## src/rtl/tdf_pkg.sv

```systemverilog
package tdf_pkg;
   localparam int DWORD_W    = 32;
   localparam int LANES      = DWORD_W / 8;
   localparam int DESC_BYTES = 16;
   localparam int DESC_SHIFT = $clog2(DESC_BYTES);

   typedef enum logic [2:0] {
      S_IDLE,
      S_DREQ,
      S_DWAIT,
      S_DECODE,
      S_BREQ,
      S_BWAIT,
      S_EMIT,
      S_WREQ
   } tdf_state_e;
endpackage

```

## src/rtl/tdf_ring_index.sv

```systemverilog
module tdf_ring_index import tdf_pkg::*; #(
   parameter int ADDR_W = 32,
   parameter int IDX_W  = 12
) (
   input  logic              clk,
   input  logic              rst_n,
   input  logic [ADDR_W-1:0] ring_base,
   input  logic              advance,
   input  logic              wrap,
   output logic [ADDR_W-1:0] desc_addr
);
   logic [IDX_W-1:0] idx_q;

   always_ff @(posedge clk) begin
      if (!rst_n) begin
         idx_q <= '0;
      end else if (advance) begin
         idx_q <= wrap ? '0 : idx_q + 1'b1;
      end
   end

   assign desc_addr = ring_base + (ADDR_W'(idx_q) << DESC_SHIFT);
endmodule

```

## src/rtl/tdf_byte_pick.sv

```systemverilog
module tdf_byte_pick import tdf_pkg::*; (
   input  logic [DWORD_W-1:0]       word,
   input  logic [$clog2(LANES)-1:0] sel,
   output logic [7:0]               byte_out
);
   logic [7:0] lane_b [LANES];

   for (genvar i = 0; i < LANES; i++) begin : g_lane
      assign lane_b[i] = word[8*i +: 8];
   end

   assign byte_out = lane_b[sel];
endmodule

```

## src/rtl/tdf_buf_cursor.sv

```systemverilog
module tdf_buf_cursor import tdf_pkg::*; #(
   parameter int ADDR_W = 32,
   parameter int LEN_W  = 13
) (
   input  logic              clk,
   input  logic              rst_n,
   input  logic              load,
   input  logic [ADDR_W-1:0] start_addr,
   input  logic [LEN_W-1:0]  length,
   input  logic              step,
   output logic [ADDR_W-1:0] cur_addr,
   output logic              is_last,
   output logic              word_end
);
   localparam int LANE_W = $clog2(LANES);

   logic [LEN_W-1:0] remain_q;

   always_ff @(posedge clk) begin
      if (!rst_n) begin
         cur_addr <= '0;
         remain_q <= '0;
      end else if (load) begin
         cur_addr <= start_addr;
         remain_q <= length;
      end else if (step) begin
         cur_addr <= cur_addr + 1'b1;
         remain_q <= remain_q - 1'b1;
      end
   end

   assign is_last  = (remain_q == LEN_W'(1));
   assign word_end = &cur_addr[LANE_W-1:0];
endmodule

```

## src/rtl/tx_desc_fetch.sv

```systemverilog
module tx_desc_fetch import tdf_pkg::*; #(
   parameter int ADDR_W  = 32,
   parameter int IDX_W   = 12,
   parameter int LEN_W   = 13,
   parameter int OWN_BIT = 31,
   parameter int EOR_BIT = 30
) (
   input  logic               clk,
   input  logic               rst_n,
   input  logic [ADDR_W-1:0]  ring_base,
   input  logic               kick,
   output logic               mem_req,
   output logic               mem_we,
   output logic [ADDR_W-1:0]  mem_addr,
   output logic [DWORD_W-1:0] mem_wdata,
   input  logic               mem_ready,
   input  logic [DWORD_W-1:0] mem_rdata,
   input  logic               mem_rvalid,
   output logic               tx_valid,
   output logic [7:0]         tx_data,
   output logic               tx_last,
   input  logic               tx_ready,
   output logic               desc_done
);
   localparam int LO_W   = (ADDR_W > DWORD_W) ? DWORD_W : ADDR_W;
   localparam int LANE_W = $clog2(LANES);

   if (ADDR_W < 8 || ADDR_W > 64) begin : g_bad_aw
      $error("tx_desc_fetch: ADDR_W must lie in 8..64");
   end
   if (OWN_BIT > 31 || EOR_BIT >= OWN_BIT || LEN_W > EOR_BIT || LEN_W < 1) begin : g_bad_fields
      $error("tx_desc_fetch: control word fields overlap or exceed 32 bits");
   end
   if (IDX_W + DESC_SHIFT > ADDR_W) begin : g_bad_idx
      $error("tx_desc_fetch: ring index does not fit the address width");
   end

   tdf_state_e        state_q;
   logic [1:0]        wcnt_q;
   logic [31:0]       ctrl_q;
   logic [LO_W-1:0]   lo_q;
   logic [31:0]       word_q;
   logic              done_q;
   logic [ADDR_W-1:0] buf_addr;
   logic [ADDR_W-1:0] desc_addr;
   logic [ADDR_W-1:0] cur_addr;
   logic              is_last;
   logic              word_end;
   logic [7:0]        pick_b;
   logic              advance;
   logic              load;
   logic              step;
   logic              rd_beat;

   assign rd_beat = (state_q == S_DWAIT) && mem_rvalid;
   assign advance = (state_q == S_WREQ) && mem_ready;
   assign load    = (state_q == S_DECODE);
   assign step    = (state_q == S_EMIT) && tx_ready;

   if (ADDR_W > DWORD_W) begin : g_wide
      logic [ADDR_W-DWORD_W-1:0] hi_q;
      always_ff @(posedge clk) begin
         if (!rst_n) begin
            hi_q <= '0;
         end else if (rd_beat && wcnt_q == 2'd3) begin
            hi_q <= mem_rdata[ADDR_W-DWORD_W-1:0];
         end
      end
      assign buf_addr = {hi_q, lo_q};
   end else begin : g_narrow
      assign buf_addr = lo_q;
   end

   tdf_ring_index #(.ADDR_W(ADDR_W), .IDX_W(IDX_W)) u_ring (
      .clk       (clk),
      .rst_n     (rst_n),
      .ring_base (ring_base),
      .advance   (advance),
      .wrap      (ctrl_q[EOR_BIT]),
      .desc_addr (desc_addr)
   );

   tdf_buf_cursor #(.ADDR_W(ADDR_W), .LEN_W(LEN_W)) u_cursor (
      .clk        (clk),
      .rst_n      (rst_n),
      .load       (load),
      .start_addr (buf_addr),
      .length     (ctrl_q[LEN_W-1:0]),
      .step       (step),
      .cur_addr   (cur_addr),
      .is_last    (is_last),
      .word_end   (word_end)
   );

   tdf_byte_pick u_pick (
      .word     (word_q),
      .sel      (cur_addr[LANE_W-1:0]),
      .byte_out (pick_b)
   );

   always_ff @(posedge clk) begin
      if (!rst_n) begin
         state_q <= S_IDLE;
         wcnt_q  <= '0;
         ctrl_q  <= '0;
         lo_q    <= '0;
         word_q  <= '0;
         done_q  <= 1'b0;
      end else begin
         done_q <= 1'b0;
         unique case (state_q)
            S_IDLE: begin
               if (kick) begin
                  wcnt_q  <= '0;
                  state_q <= S_DREQ;
               end
            end
            S_DREQ: begin
               if (mem_ready) state_q <= S_DWAIT;
            end
            S_DWAIT: begin
               if (mem_rvalid) begin
                  unique case (wcnt_q)
                     2'd0: begin
                        ctrl_q  <= mem_rdata;
                        wcnt_q  <= 2'd1;
                        state_q <= mem_rdata[OWN_BIT] ? S_DREQ : S_IDLE;
                     end
                     2'd1: begin
                        wcnt_q  <= 2'd2;
                        state_q <= S_DREQ;
                     end
                     2'd2: begin
                        lo_q    <= mem_rdata[LO_W-1:0];
                        wcnt_q  <= 2'd3;
                        state_q <= S_DREQ;
                     end
                     default: begin
                        state_q <= S_DECODE;
                     end
                  endcase
               end
            end
            S_DECODE: begin
               state_q <= (ctrl_q[LEN_W-1:0] == '0) ? S_WREQ : S_BREQ;
            end
            S_BREQ: begin
               if (mem_ready) state_q <= S_BWAIT;
            end
            S_BWAIT: begin
               if (mem_rvalid) begin
                  word_q  <= mem_rdata;
                  state_q <= S_EMIT;
               end
            end
            S_EMIT: begin
               if (tx_ready) begin
                  if (is_last)       state_q <= S_WREQ;
                  else if (word_end) state_q <= S_BREQ;
               end
            end
            S_WREQ: begin
               if (mem_ready) begin
                  done_q  <= 1'b1;
                  wcnt_q  <= '0;
                  state_q <= S_DREQ;
               end
            end
            default: state_q <= S_IDLE;
         endcase
      end
   end

   always_comb begin
      mem_req   = (state_q == S_DREQ) || (state_q == S_BREQ) || (state_q == S_WREQ);
      mem_we    = (state_q == S_WREQ);
      mem_wdata = ctrl_q & ~(32'd1 << OWN_BIT);
      unique case (state_q)
         S_DREQ:  mem_addr = desc_addr + ADDR_W'({wcnt_q, 2'b00});
         S_BREQ:  mem_addr = {cur_addr[ADDR_W-1:LANE_W], {LANE_W{1'b0}}};
         default: mem_addr = desc_addr;
      endcase
   end

   assign tx_valid  = (state_q == S_EMIT);
   assign tx_data   = pick_b;
   assign tx_last   = (state_q == S_EMIT) && is_last;
   assign desc_done = done_q;
endmodule

```

## config.mk

```make
export PLATFORM = sky130hd
export DESIGN_NAME = tx_desc_fetch
export DESIGN_NICKNAME = d
export VERILOG_FILES = /design/src/rtl/tdf_pkg.sv /design/src/rtl/tdf_ring_index.sv /design/src/rtl/tdf_byte_pick.sv /design/src/rtl/tdf_buf_cursor.sv /design/src/rtl/tx_desc_fetch.sv
export SDC_FILE = /design/constraint.sdc
export NUM_CORES = 1
export LEC_CHECK = 0
export ABC_AREA = 1
export ABC_CLOCK_PERIOD_IN_PS = 6450
export BUFFER_PORTS_ARGS = -buffer_cell sky130_fd_sc_hd__buf_2
export CORE_UTILIZATION = 32
export CTS_BUF_LIST = sky130_fd_sc_hd__clkbuf_16
export DETAILED_ROUTE_END_ITERATION = 10
export SLEW_MARGIN = 10
export SYNTH_ARGS = -nofsm -noshare
export SYNTH_HDL_FRONTEND = slang
export SYNTH_SLANG_ARGS = --single-unit
```

## constraint.sdc

```tcl
create_clock -name clk -period 6.45 [get_ports clk]
set_clock_uncertainty 0.05 [all_clocks]
set_input_delay 1.6125 -clock clk [delete_from_list [all_inputs] [get_ports clk]]
set_output_delay 1.6125 -clock clk [all_outputs]
set_load 0.05 [all_outputs]
```

Yosys cells after proc, flatten, opt, wreduce, memory -nomap -nowiden

Index checks and enable logic that the tools add are counted.

Register bits after elaboration: 158
Input bits: 70

$add $sub $neg: 5
Magnitude comparators: 1
Eq/ne operators: 19
Mux-type cells: 28
Bitwise logic cells: 1
Reductions and logical operators: 18

Operator list:

| kind                    | count |
|---|---|
| $mux W32                | 2 |
| $pmux W32 S2            | 1 |
| $add A32 B1 Y32 const B | 1 |
| $add A32 B16 Y32        | 1 |
| $add A32 B4 Y32         | 1 |
| $mux W3                 | 9 |
| $mux W13                | 2 |
| $pmux W3 S8             | 1 |
| $bmux W8 S2             | 1 |
| $mux W8                 | 2 |
| $eq A13 B1 Y1 const B   | 1 |
| $logic_not A13 Y1       | 1 |
| $sub A13 B1 Y13 const B | 1 |
| $add A12 B1 Y12 const B | 1 |
| $eq A3 B3 Y1 const B    | 4 |
| $mux W12                | 1 |
| $pmux W2 S3             | 2 |
| $ne A2 B2 Y1 const B    | 5 |
| $mux W2                 | 4 |
| $reduce_and A8 Y1       | 1 |
| $eq A3 B2 Y1 const B    | 2 |
| $reduce_and A2 Y1       | 3 |
| $reduce_and A3 Y1       | 2 |
| $reduce_and A5 Y1       | 1 |
| other kinds (17)        | 22 |

Longest topological paths before layout

Gate-level depths: netlist of the first run.

Depth after elaboration: 5
Mapped depth: 21
Depth with buffers taken out: 21

Cells and area by module

Synthesis of the first run repeated with hierarchy kept, for this count alone.

Cell total of the unflattened synthesis: 1790
Area total of the unflattened synthesis: 10711.5 µm²

By module, submodules not included:

| module         | times used | cells an instance | area an instance (µm²) | sequential area each (µm²) |
|---|---|---|---|---|
| tx_desc_fetch  | 1          | 874               | 5442.7                 | 2021.9 |
| tdf_buf_cursor | 1          | 472               | 3009.1                 | 900.9 |
| tdf_ring_index | 1          | 350               | 1864.3                 | 240.2 |
| tdf_byte_pick  | 1          | 94                | 395.4                  | 0.0 |

Worst setup path before layout of the first run

No wires, ideal clock.

Kind: input -> output
Start point: in ring_base[4]
End point: out mem_addr[12]
Arrival: 4953 ps
Slack: -165 ps
Stages on the path: 12
Buffers on the path: 0
Path through: ha_1 > inv_1 > fa_1 > inv_1 > nand2_1 > nand2_2 > nand2_2 > xor2_1 > nor2_4 > nand3_2 > nor2_2 > o311ai_0

Cells in the longest elaborated chain, start to end: 3

RTL lines:

| what               | line                 | RTL |
|---|---|---|
| start, declared    | tx_desc_fetch.sv:10  | `input logic [ADDR_W-1:0] ring_base,` |
| $add A32 B16 Y32 * | tdf_ring_index.sv:22 | `assign desc_addr = ring_base + (ADDR_W'(idx_q) << DESC_SHIFT);` |
| $add A32 B4 Y32    | tx_desc_fetch.sv:179 | `S_DREQ: mem_addr = desc_addr + ADDR_W'({wcnt_q, 2'b00});` |
| $pmux W32 S2 *     | tx_desc_fetch.sv:178 | `unique case (state_q)` |
| end, declared      | tx_desc_fetch.sv:14  | `output logic [ADDR_W-1:0] mem_addr,` |

Every way passes the cells marked *; elsewhere a longest branch is shown, timed or not.

Final worst setup path of the first run

Start point: in ring_base[4]
End point: out mem_addr[28]

The elaborated chain is that of the path after synthesis.

==> run_summary.xml, run 1 <==
<?xml version="1.0" encoding="UTF-8"?>
<metrics>
  <group name="routing">
    <metric name="drt-vias-per-instance" unit="">4.99</metric>
    <metric name="dr_total_vias" unit="">10900</metric>
    <metric name="antenna_violating_nets_post_route" unit="">0</metric>
    <metric name="first_iter_violations" unit="">816</metric>
    <metric name="dr_wl_cell" unit="um">14.9</metric>
    <metric name="detail_route.drc_violations" unit="">0</metric>
    <metric name="drt_pre_antenna_iters" unit="">5</metric>
    <metric name="finalWirelength" unit="um">32400</metric>
  </group>
  <group name="sta">
    <metric name="clock.fmax" unit="GHz">0.166</metric>
    <metric name="setup_repair_after_global_routing_missed_its_margin" unit="">no</metric>
    <metric name="setup_ws" unit="ps">436</metric>
    <metric name="final_period_demand_of_the_worst_path" unit="ps">6010</metric>
    <metric name="finalHoldWorstSlack" unit="ps">398</metric>
    <metric name="worst_slew_pin_slew" unit="ps">1010</metric>
    <metric name="setup_viol" unit="">0</metric>
    <metric name="period_share" unit="%">93.2</metric>
    <metric name="hold_viol_final" unit="">0</metric>
    <metric name="setup_tns" unit="ps">0</metric>
    <metric name="worst_slew_margin_rel" unit="%">32.6</metric>
    <metric name="slew_violations" unit="">0</metric>
  </group>
  <group name="floorplan">
    <metric name="top_level_ports" unit="">147</metric>
    <metric name="chipHeight" unit="um">181</metric>
    <metric name="initial_utilization" unit="%">32.5</metric>
    <metric name="fp.coreArea" unit="sq mm">0.0315</metric>
    <metric name="rows" unit="">65</metric>
    <metric name="chipWidth" unit="um">181</metric>
    <metric name="floorplan_die_area" unit="sq mm">0.0327</metric>
  </group>
  <group name="global_route">
    <metric name="grt_pass1_wl" unit="um">52300</metric>
    <metric name="grt_max_degree" unit="">105</metric>
    <metric name="global_route.usage.total" unit="%">19.8</metric>
    <metric name="antenna_found_initial" unit="">0</metric>
    <metric name="first_global_vias" unit="">9990</metric>
    <metric name="grt_overflow_total" unit="">0</metric>
  </group>
  <group name="yosys">
    <metric name="synth.ff_latch_count" unit="">158</metric>
    <metric name="synth.area.mux_share" unit="%">0</metric>
    <metric name="synthArstFlopShare" unit="%">0</metric>
    <metric name="synth.net_count" unit="">1745</metric>
    <metric name="synth.avg_cell_area" unit="sq um">6.20</metric>
    <metric name="post_synth_xor_area_fraction" unit="%">2.82</metric>
    <metric name="synth_enable_flop_cells" unit="">0</metric>
    <metric name="netlist-cell-type-count" unit="">45</metric>
    <metric name="synthDominantAreaCellType" unit="">dfxtp_1</metric>
    <metric name="synth-adder-area-share" unit="%">3.08</metric>
    <metric name="synthesis.yosys.warnings" unit="">0</metric>
    <metric name="synth_top_family_by_area" unit="">simple AND/OR/NAND/NOR gates</metric>
    <metric name="netlist_area" unit="sq mm">0.0102</metric>
    <metric name="synth_compound_gate_area_share" unit="%">16.0</metric>
    <metric name="post_synth_main_area_contributors" unit="">dfxtp_1 31%, nand2_1 15%, nor2_1 8.2%</metric>
    <metric name="synthDominantCellAreaShare" unit="%">30.9</metric>
    <metric name="synth_simple_gate_area_share" unit="%">36.9</metric>
    <metric name="synth-main-ff-cell" unit="">dfxtp_1</metric>
    <metric name="netlist_instances" unit="">1651</metric>
    <metric name="synth_seq_area_share" unit="%">30.9</metric>
  </group>
  <group name="place">
    <metric name="post-place-ws" unit="ps">468</metric>
    <metric name="post_placement_cell_area" unit="sq mm">0.0113</metric>
    <metric name="routabilityCongestion" unit="">0.894</metric>
    <metric name="final_hpwl_from_detailed_placement" unit="um">24800</metric>
    <metric name="port_buffers" unit="">145</metric>
  </group>
  <group name="cells_and_area">
    <metric name="design.final.nets" unit="">1858</metric>
    <metric name="drive_above_1_share" unit="%">15.4</metric>
    <metric name="flow.area_growth_from_synthesis" unit="%">16.0</metric>
    <metric name="num-fill-cells" unit="">3438</metric>
    <metric name="multi_input_comb_area" unit="sq mm">0.00603</metric>
    <metric name="postLayoutCellArea" unit="sq mm">0.0119</metric>
    <metric name="antenna_cells" unit="">0</metric>
    <metric name="layout.area.seq" unit="sq mm">0.00316</metric>
  </group>
  <group name="worst_setup_path">
    <metric name="startpoint_type" unit="">input port</metric>
    <metric name="cp_max_fo" unit="">5</metric>
    <metric name="cpLargestDelayFamily" unit="">simple AND/OR/NAND/NOR gates</metric>
    <metric name="critical_path.n_buffers_inverters" unit="">4</metric>
    <metric name="timing.critical_path.arrival" unit="ps">4350</metric>
    <metric name="setup.worst_path.end_class" unit="">primary output</metric>
    <metric name="timing.critical_path.cells" unit="">buf_2 -&gt; ha_1 -&gt; inv_1 -&gt; fa_1 -&gt; inv_1 -&gt; nand3_1 -&gt; nor2_1 -&gt; nand2_1 -&gt; nor2_4 -&gt; nand3_2 -&gt; nor2_2 -&gt; nand3_2 -&gt; nor2_4 -&gt; nand3_1 -&gt; nand2_1 -&gt; nand3_1 -&gt; nand2_1 -&gt; buf_2</metric>
    <metric name="crit_path_largest_cell_delay" unit="ps">480</metric>
    <metric name="worst-endpoint-required" unit="ps">4790</metric>
    <metric name="cpMaxStageDelayCell" unit="">fa_1</metric>
    <metric name="criticalPathCategory" unit="">input port to primary output</metric>
  </group>
  <group name="run_status">
    <metric name="outcome" unit="">completed</metric>
  </group>
  <group name="power_and_ir_drop">
    <metric name="cell_pwr_density" unit="mW/mm^2">280</metric>
    <metric name="worst_ir_drop_vdd" unit="mV">0.171</metric>
    <metric name="cell_leakage_power" unit="uW">0.00511</metric>
  </group>
  <group name="clocking">
    <metric name="cts.hold.buffers_added" unit="">0</metric>
    <metric name="clock-root-buffer" unit="">clkbuf_16</metric>
    <metric name="cts_buffer_count" unit="">17</metric>
    <metric name="htree_num_levels" unit="">4</metric>
    <metric name="postCtsSetupBuffers" unit="">0</metric>
    <metric name="cts-resized-gates" unit="">0</metric>
    <metric name="clock_sink_count" unit="">158</metric>
    <metric name="cts.path.max_buffers" unit="">2</metric>
    <metric name="cts_tree" unit="">built</metric>
    <metric name="clkTransAtPathRegs" unit="ps">70</metric>
    <metric name="clk_lat_worst_skew" unit="ps">430</metric>
  </group>
  <group name="flow_run">
    <metric name="drv_cap" unit="">0</metric>
  </group>
  <group name="min_path">
    <metric name="path_type_of_the_worst_min_delay_path" unit="">register to register</metric>
  </group>
</metrics>
==> flip-flops by register name, indices dropped and copies added, names as in the netlist, 2 cells and up <==
register / cells
buf_addr: 32
u_cursor.remain_q: 13
wcnt_q: 2
u_ring.idx_q: 12
state_q: 3
ctrl_q: 31
word_q: 32
u_cursor.cur_addr: 32
==> cell type report <==
type,instances,share of cell area (%)
Multi-Input combinational cell,1217,50.8
Clock inverter,15,1.28
Clock buffer,17,3.58
Sequential cell,158,26.7
Tap cell,402,4.24
Timing Repair Buffer,152,6.56
Inverter,218,6.90
==> worst min-delay path, cell delays in order, from the launching register on <==
cell and delay [ps]:
dfxtp_1 310, inv_1 50, a21oi_1 50
==> cell families (layout without fill, tap and decap cells) <==
| family | Yosys count | count (layout) |
|---|---|---|
| adder cells (fa/ha/maj) | 24 | 24 |
| XOR/XNOR | 33 | 33 |
| flip-flops | 158 | 158 |
| AND/OR/NAND/NOR | 862 | 862 |
| buffers and inverters | 276 | 402 |
| other | 1 | 1 |
| AO/OA/AOI/OAI | 297 | 297 |
==> path summary, 6_finish.rpt <==
check | cells past startpoint | endpoint | slack, ps | start
worst min register to register | 2 | word_q[16] | 400 | word_q[16]
worst max register to register | 10 | state_q[0] | 3120 | state_q[0]
worst max-delay path | 18 | mem_addr[28] | 440 | ring_base[4]
worst min-delay path | 2 | word_q[16] | 400 | word_q[16]
==> per-stage QoR <==
step | power, uW | std cells | utilization (%)
floorplan | 2020 | 1651 | -
global placement | 2330 | 2147 | 35.9
detailed placement | 2340 | 2147 | 35.9
CTS | 3340 | 2179 | 37.7
global route | 3490 | 2179 | 37.7
finish | 3320 | 2179 | 37.7
==> cells in the final DEF, fill, tap and decap left out, types with 23 or more instances in the layout <==
cell type,synthesis,routed
a21oi_1,92,92
a31oi_1,30,30
buf_2,0,145
dfxtp_1,158,158
inv_1,195,195
nand2_1,417,417
nand2_2,23,23
nand3_1,96,95
nor2_1,223,222
nor3_1,29,29
o21ai_0,129,129
xor2_1,23,23
==> synthesized netlist by cell type, types with 3 or more instances <==
library cell / n
a21oi_1: 92
nor4_1: 4
buf_4: 3
nor2_2: 13
nand3_2: 9
nor2_1: 223
a31oi_1: 30
nand3_1: 96
nor3_1: 29
inv_1: 195
o21ai_0: 129
o211ai_1: 15
xor2_1: 23
nor2_4: 9
clkbuf_1: 53
xnor2_1: 10
nand2_1: 417
nand3b_1: 3
ha_1: 22
a211oi_1: 3
nand2_2: 23
nor3_2: 6
nand4_1: 20
inv_2: 22
o221ai_1: 10
dfxtp_1: 158
o22ai_1: 10
==> layer usage <==
layer  global-route usage (%)  wire, um  share of wire, %
met2                     31.3     14400                44
met3                     2.48      1860               5.7
met1                     28.6     15900                49
met5                        0         0                 0
met4                     4.27       318              0.98
==> power by group <==
part / internal [uW] / switching, uW / total (uW)
Clock: 544 / 458 / 1000
Combinational: 286 / 925 / 1210
Sequential: 1040 / 61.9 / 1110
Total: 1880 / 1440 / 3320
No activity file was read; power rests on OpenSTA's default activity.
==> run 2, diff against run 1 <==
- ABC_CLOCK_PERIOD_IN_PS: 6450 -> 6500
- clock period: 6.45 -> 6.5 ns (I/O delays scaled with it)
==> run 2 against run 1 <==
Via count fell by 0.31%. Global-route usage barely moved. Clock power fell by 6%. Count of clock-buffer cells in the layout did not move. Combinational power barely moved. Wire length fell by 0.14%. Critical path depth did not move. Flip-flop and latch count did not move. Non-clock buffer count did not move. Sequential share of layout area rose by 0.090 points. Power fell by 2.5%. Worst setup slack improved by 70 ps. Largest cell class unchanged. Highest routed layer unchanged.
==> run_summary.xml, run 2 (synthesis results as in run 1) <==
<?xml version="1.0" encoding="UTF-8"?>
<metrics>
  <group name="run_status">
    <metric name="outcome" unit="">completed</metric>
  </group>
  <group name="place">
    <metric name="routabilityCongestion" unit="">0.878</metric>
    <metric name="final_hpwl_from_detailed_placement" unit="um">24700</metric>
    <metric name="port_buffers" unit="">145</metric>
    <metric name="post-place-ws" unit="ps">512</metric>
  </group>
  <group name="clocking">
    <metric name="htree_num_levels" unit="">4</metric>
    <metric name="cts.path.max_buffers" unit="">2</metric>
    <metric name="cts_buffer_count" unit="">17</metric>
    <metric name="clock_sink_count" unit="">158</metric>
    <metric name="clkTransAtPathRegs" unit="ps">70</metric>
    <metric name="postCtsSetupBuffers" unit="">0</metric>
    <metric name="cts_tree" unit="">built</metric>
    <metric name="clock-root-buffer" unit="">clkbuf_16</metric>
    <metric name="cts-resized-gates" unit="">0</metric>
    <metric name="clk_lat_worst_skew" unit="ps">430</metric>
    <metric name="cts.hold.buffers_added" unit="">0</metric>
  </group>
  <group name="sta">
    <metric name="worst_slew_margin_rel" unit="%">32.4</metric>
    <metric name="slew_violations" unit="">0</metric>
    <metric name="setup_repair_after_global_routing_missed_its_margin" unit="">no</metric>
    <metric name="period_share" unit="%">92.2</metric>
    <metric name="final_period_demand_of_the_worst_path" unit="ps">5990</metric>
    <metric name="hold_viol_final" unit="">0</metric>
    <metric name="worst_slew_pin_slew" unit="ps">1010</metric>
    <metric name="setup_tns" unit="ps">0</metric>
    <metric name="setup_ws" unit="ps">507</metric>
    <metric name="setup_viol" unit="">0</metric>
    <metric name="clock.fmax" unit="GHz">0.167</metric>
  </group>
  <group name="min_path">
    <metric name="path_type_of_the_worst_min_delay_path" unit="">register to register</metric>
  </group>
  <group name="routing">
    <metric name="detail_route.drc_violations" unit="">0</metric>
    <metric name="drt_pre_antenna_iters" unit="">6</metric>
    <metric name="dr_total_vias" unit="">10800</metric>
    <metric name="antenna_violating_nets_post_route" unit="">0</metric>
    <metric name="drt-vias-per-instance" unit="">4.98</metric>
    <metric name="dr_wl_cell" unit="um">14.9</metric>
    <metric name="finalWirelength" unit="um">32400</metric>
    <metric name="first_iter_violations" unit="">852</metric>
  </group>
  <group name="power_and_ir_drop">
    <metric name="net-switching-power" unit="uW">1420</metric>
    <metric name="power.switching_fraction" unit="%">44.0</metric>
    <metric name="p_int" unit="uW">1810</metric>
    <metric name="cell_pwr_density" unit="mW/mm^2">274</metric>
    <metric name="cell_leakage_power" unit="uW">0.00509</metric>
    <metric name="seq_power_share" unit="%">33.9</metric>
    <metric name="worst_ir_drop_vdd" unit="mV">0.206</metric>
    <metric name="power.share.clock" unit="%">28.9</metric>
    <metric name="combPwrFrac" unit="%">37.1</metric>
  </group>
  <group name="floorplan">
    <metric name="initial_utilization" unit="%">32.5</metric>
    <metric name="chipHeight" unit="um">181</metric>
    <metric name="floorplan_die_area" unit="sq mm">0.0327</metric>
    <metric name="chipWidth" unit="um">181</metric>
    <metric name="fp.coreArea" unit="sq mm">0.0315</metric>
    <metric name="rows" unit="">65</metric>
    <metric name="top_level_ports" unit="">147</metric>
  </group>
  <group name="worst_setup_path">
    <metric name="critical_path.n_buffers_inverters" unit="">4</metric>
    <metric name="startpoint_type" unit="">input port</metric>
    <metric name="timing.critical_path.cells" unit="">buf_2 -&gt; ha_1 -&gt; inv_1 -&gt; fa_1 -&gt; inv_1 -&gt; nand2_1 -&gt; nor2_1 -&gt; nand3_1 -&gt; nor2_4 -&gt; nand2_2 -&gt; nor2_4 -&gt; nand2_2 -&gt; nor2_2 -&gt; nand2_1 -&gt; nand2_1 -&gt; nand3_1 -&gt; nand3_1 -&gt; buf_2</metric>
    <metric name="cp_max_fo" unit="">4</metric>
    <metric name="worst-endpoint-required" unit="ps">4830</metric>
    <metric name="cpMaxStageDelayCell" unit="">fa_1</metric>
    <metric name="setup.worst_path.end_class" unit="">primary output</metric>
    <metric name="criticalPathCategory" unit="">input port to primary output</metric>
    <metric name="crit_path_largest_cell_delay" unit="ps">470</metric>
    <metric name="timing.critical_path.arrival" unit="ps">4320</metric>
    <metric name="cpLargestDelayFamily" unit="">simple AND/OR/NAND/NOR gates</metric>
  </group>
  <group name="cells_and_area">
    <metric name="drive_above_1_share" unit="%">15.3</metric>
    <metric name="layout.area.seq" unit="sq mm">0.00316</metric>
    <metric name="final_common_cell" unit="">nand2_1</metric>
    <metric name="flow.area_growth_from_synthesis" unit="%">15.6</metric>
    <metric name="design.final.nets" unit="">1858</metric>
    <metric name="num-fill-cells" unit="">3447</metric>
    <metric name="antenna_cells" unit="">0</metric>
    <metric name="multi_input_comb_area" unit="sq mm">0.00603</metric>
    <metric name="layout_common_cells" unit="">417 x nand2_1, 222 x nor2_1, 195 x inv_1</metric>
  </group>
  <group name="global_route">
    <metric name="grt_max_degree" unit="">105</metric>
    <metric name="first_global_vias" unit="">9929</metric>
    <metric name="grt_overflow_total" unit="">0</metric>
    <metric name="grt_pass1_wl" unit="um">52100</metric>
    <metric name="antenna_found_initial" unit="">0</metric>
    <metric name="global_route.usage.total" unit="%">19.9</metric>
  </group>
  <group name="flow_run">
    <metric name="drv_cap" unit="">0</metric>
  </group>
</metrics>
run 2: final timing paths:
kind                              startpoint  depth (start not counted)           end  slack, ps
worst max-delay path            ring_base[4]                         18  mem_addr[21]        510
worst min-delay path              word_q[31]                          2    word_q[31]        400
worst max register to register    state_q[0]                         10    state_q[0]       3160
worst min register to register    word_q[31]                          2    word_q[31]        400
run 2: through the flow:
step | util, % | instance area, sq um | hold WS, ps | cells | total power [uW]
5_1_grt | 37.6 | 11800 | 420 | 2178 | 3400
4_1_cts | 37.6 | 11800 | 398 | 2178 | 3260
3_3_place_gp | 35.9 | 11300 | 383 | 2147 | 2310
6_report | 37.6 | 11800 | 399 | 2178 | 3240
3_5_place_dp | 35.9 | 11300 | 387 | 2147 | 2320
2_1_floorplan | - | 10200 | 374 | 1651 | 2000
run 2: metal layers:
| layer | routed length, um | GRT usage, % |
|---|---|---|
| met1 | 16000 | 28.8 |
| met2 | 14200 | 30.8 |
| met3 | 1780 | 2.96 |
| met4 | 364 | 4.41 |
| met5 | 0 | 0 |
run 2: power by group through the flow:
stage	registers (uW)	clock network (uW)	logic (uW)
6_report	1100	937	1200
5_1_grt	1110	1000	1290
3_5_place_dp	1120	0	1200
2_1_floorplan	1230	0	771
3_3_place_gp	1120	0	1200
4_1_cts	1100	955	1210
run 2: worst register-to-register path, cell delays in order, from the launching register on:
cell and delay (ps):
dfxtp_1 440, nor2_1 110, nand2_1 620, nand2_1 700, inv_2 480, nand2_1 110
nand2_1 70, inv_1 60, nor4_4 360, o21ai_0 130, a21oi_1 150
run 2: area by class of cell:
cell class / count / share of cell area, %
flip-flops and latches: 158 / 26.7
inverters: 218 / 6.92
clock inverters: 14 / 0.942
clock buffers: 17 / 3.60
multi-input cells: 1217 / 51.0
well taps: 402 / 4.25
repair buffers: 152 / 6.58
==> run 3, diff against run 2 <==
- SYNTH_HIERARCHICAL: default -> 1
==> run 3 against run 2 <==
Worst hold slack got worse by 3.6 ps. Synthesized cell count is 8.4% higher. Final area up 3.9%. Sequential power hardly changed. Maximum frequency is 1.8% lower. Area after synthesis grew 4.7%. Die area is 4.6% higher. Worst setup slack lost 110 ps.
==> run_summary.xml, run 3 <==
<?xml version="1.0" encoding="UTF-8"?>
<metrics>
  <group name="run_status">
    <metric name="outcome" unit="">completed</metric>
  </group>
  <group name="power_and_ir_drop">
    <metric name="cell_leakage_power" unit="uW">0.00546</metric>
    <metric name="cell_pwr_density" unit="mW/mm^2">279</metric>
    <metric name="fin_total_pwr" unit="uW">3430</metric>
    <metric name="worst_ir_drop_vdd" unit="mV">0.203</metric>
  </group>
  <group name="clocking">
    <metric name="clock_sink_count" unit="">158</metric>
    <metric name="cts-resized-gates" unit="">0</metric>
    <metric name="cts.hold.buffers_added" unit="">0</metric>
    <metric name="clock-root-buffer" unit="">clkbuf_16</metric>
    <metric name="clkTransAtPathRegs" unit="ps">80</metric>
    <metric name="clk_lat_worst_skew" unit="ps">450</metric>
    <metric name="cts.path.max_buffers" unit="">2</metric>
    <metric name="postCtsSetupBuffers" unit="">0</metric>
    <metric name="cts_buffer_count" unit="">17</metric>
    <metric name="cts_tree" unit="">built</metric>
    <metric name="htree_num_levels" unit="">4</metric>
  </group>
  <group name="routing">
    <metric name="first_iter_violations" unit="">843</metric>
    <metric name="dr_wl_cell" unit="um">14.8</metric>
    <metric name="dr_total_vias" unit="">11500</metric>
    <metric name="finalWirelength" unit="um">34900</metric>
    <metric name="drt-vias-per-instance" unit="">4.90</metric>
    <metric name="drt_pre_antenna_iters" unit="">5</metric>
    <metric name="antenna_violating_nets_post_route" unit="">0</metric>
    <metric name="detail_route.drc_violations" unit="">0</metric>
  </group>
  <group name="yosys">
    <metric name="synthesis.yosys.warnings" unit="">6</metric>
    <metric name="synth_seq_area_share" unit="%">29.5</metric>
    <metric name="synthArstFlopShare" unit="%">0</metric>
    <metric name="synth.avg_cell_area" unit="sq um">5.98</metric>
    <metric name="netlist-cell-type-count" unit="">43</metric>
    <metric name="synth_top_cells_by_count" unit="">491 x nand2_1, 279 x nor2_1, 236 x inv_1</metric>
    <metric name="synth-main-ff-cell" unit="">dfxtp_1</metric>
    <metric name="netlist_area" unit="sq mm">0.0107</metric>
    <metric name="synthDominantCellAreaShare" unit="%">29.5</metric>
    <metric name="synth_enable_flop_cells" unit="">0</metric>
    <metric name="synth.ff_latch_count" unit="">158</metric>
    <metric name="synth_most_common_cell" unit="">nand2_1</metric>
    <metric name="netlist_instances" unit="">1790</metric>
    <metric name="synth.net_count" unit="">1884</metric>
    <metric name="synthDominantAreaCellType" unit="">dfxtp_1</metric>
    <metric name="post_synth_main_area_contributors" unit="">dfxtp_1 30%, nand2_1 17%, nor2_1 9.8%</metric>
  </group>
  <group name="worst_setup_path">
    <metric name="worst-endpoint-required" unit="ps">4830</metric>
    <metric name="timing.critical_path.cells" unit="">buf_2 -&gt; ha_1 -&gt; fa_1 -&gt; nand3_1 -&gt; nand3_1 -&gt; nand2_1 -&gt; nand2_1 -&gt; nand2_1 -&gt; nand2_1 -&gt; xor2_1 -&gt; nand2_1 -&gt; nor2_1 -&gt; nand2_1 -&gt; nor2_1 -&gt; nand2_1 -&gt; nand2_1 -&gt; nand3_1 -&gt; nand2_1 -&gt; buf_2</metric>
    <metric name="startpoint_type" unit="">input port</metric>
    <metric name="critical_path.n_buffers_inverters" unit="">2</metric>
    <metric name="setup.worst_path.end_class" unit="">primary output</metric>
    <metric name="cp_max_fo" unit="">4</metric>
    <metric name="crit_path_largest_cell_delay" unit="ps">430</metric>
    <metric name="criticalPathCategory" unit="">input port to primary output</metric>
    <metric name="cpLargestDelayFamily" unit="">simple AND/OR/NAND/NOR gates</metric>
    <metric name="critical_path.most_common_cell" unit="">nand2_1</metric>
    <metric name="cpMaxStageDelayCell" unit="">fa_1</metric>
    <metric name="timing.critical_path.arrival" unit="ps">4430</metric>
  </group>
  <group name="global_route">
    <metric name="global_route.usage.total" unit="%">20.2</metric>
    <metric name="first_global_vias" unit="">10300</metric>
    <metric name="grt_overflow_total" unit="">0</metric>
    <metric name="grt_max_degree" unit="">76</metric>
    <metric name="antenna_found_initial" unit="">0</metric>
    <metric name="grt_pass1_wl" unit="um">54300</metric>
  </group>
  <group name="floorplan">
    <metric name="chipWidth" unit="um">185</metric>
    <metric name="chipHeight" unit="um">185</metric>
    <metric name="initial_utilization" unit="%">32.8</metric>
    <metric name="fp.coreArea" unit="sq mm">0.0327</metric>
    <metric name="top_level_ports" unit="">147</metric>
    <metric name="floorplan_die_area" unit="sq mm">0.0342</metric>
    <metric name="rows" unit="">66</metric>
  </group>
  <group name="min_path">
    <metric name="path_type_of_the_worst_min_delay_path" unit="">register to register</metric>
  </group>
  <group name="place">
    <metric name="port_buffers" unit="">145</metric>
    <metric name="final_hpwl_from_detailed_placement" unit="um">26400</metric>
    <metric name="routabilityCongestion" unit="">0.939</metric>
  </group>
  <group name="sta">
    <metric name="setup_viol" unit="">0</metric>
    <metric name="worst_slew_margin_rel" unit="%">20.8</metric>
    <metric name="setup_tns" unit="ps">0</metric>
    <metric name="period_share" unit="%">93.9</metric>
    <metric name="clock.fmax" unit="GHz">0.164</metric>
    <metric name="slew_violations" unit="">0</metric>
    <metric name="worst_slew_pin_slew" unit="ps">1180</metric>
    <metric name="final_period_demand_of_the_worst_path" unit="ps">6100</metric>
    <metric name="hold_viol_final" unit="">0</metric>
    <metric name="setup_repair_after_global_routing_missed_its_margin" unit="">no</metric>
  </group>
  <group name="cells_and_area">
    <metric name="antenna_cells" unit="">0</metric>
    <metric name="final_common_cell" unit="">nand2_1</metric>
    <metric name="design.final.nets" unit="">1994</metric>
    <metric name="layout_common_cells" unit="">491 x nand2_1, 278 x nor2_1, 236 x inv_1</metric>
    <metric name="drive_above_1_share" unit="%">12.4</metric>
    <metric name="flow.area_growth_from_synthesis" unit="%">14.7</metric>
  </group>
  <group name="flow_run">
    <metric name="drv_cap" unit="">0</metric>
  </group>
</metrics>
-- run 3: logic make-up (layout without fill, tap and decap cells) --
kind of cell / count (synthesis) / count (layout) / synth area share (%)
AOI/OAI and AO/OA: 270 / 270 / 13.7
xor gates and xnor gates: 30 / 30 / 2.45
adders and majority gates: 24 / 24 / 2.94
buffers and inverters: 311 / 434 / 12.3
DFF: 158 / 158 / 29.5
muxes: 1 / 1 / 0.0935
other: 1 / 1 / 0.0350
and+or+nand+nor: 995 / 995 / 38.9
-- run 3: final cells by class --
class                   instances  area, sq um
clock buffers                  17          425
clock inverters                15          171
fillers                      3678        20400
inverters                     246          926
multi-input cells            1321         6240
flip-flops and latches        158         3160
well taps                     442          553
repair buffers                156          808
-- run 3: final timing paths --
kind | startpoint | to | slack [ps] | cells past startpoint
setup / recovery | ring_base[4] | mem_addr[25] | 400 | 19
setup reg to reg | state_q[2] | u_cursor/remain_q[11] | 2980 | 8
hold / removal | word_q[13] | word_q[13] | 400 | 2
hold reg to reg | word_q[13] | word_q[13] | 400 | 2
-- run 3: routing by layer --
layer  track usage (%)  vias up  routed length, um
li1                  -     5871                  -
met1              28.0     5262              16500
met2              32.7      374              15800
met3              2.52       40               2020
met4              5.82        0                507
met5                 0        -                  0
-- run 3: power breakdown --
part / total, uW / switching, uW / internal (uW)
sequential: 1120 / 81.1 / 1040
combinational: 1310 / 1000 / 310
clock: 996 / 480 / 516
total: 3430 / 1560 / 1870
-- run 3: metrics by stage --
| stage | util, % | hold WS [ps] | std cells | setup WS, ps | instance area (sq um) |
|---|---|---|---|---|---|
| 5_1_grt | 37.6 | 406 | 2355 | 71.6 | 12300 |
| 3_5_place_dp | 35.8 | 387 | 2323 | 415 | 11700 |
| 6_report | 37.6 | 396 | 2355 | 396 | 12300 |
| 3_3_place_gp | 35.8 | 383 | 2323 | 439 | 11700 |
| 2_1_floorplan | - | 374 | 1790 | 839 | 10700 |
| 4_1_cts | 37.6 | 398 | 2355 | 400 | 12300 |
-- run 3: worst register-to-register path: stages, from the launching register on --
cell and delay, ps:
dfxtp_1 640, nand3_1 210, nor2_1 620, inv_1 290, nor2_4 800, inv_1 330
nor3_1 230, a22oi_1 100, a21oi_1 170
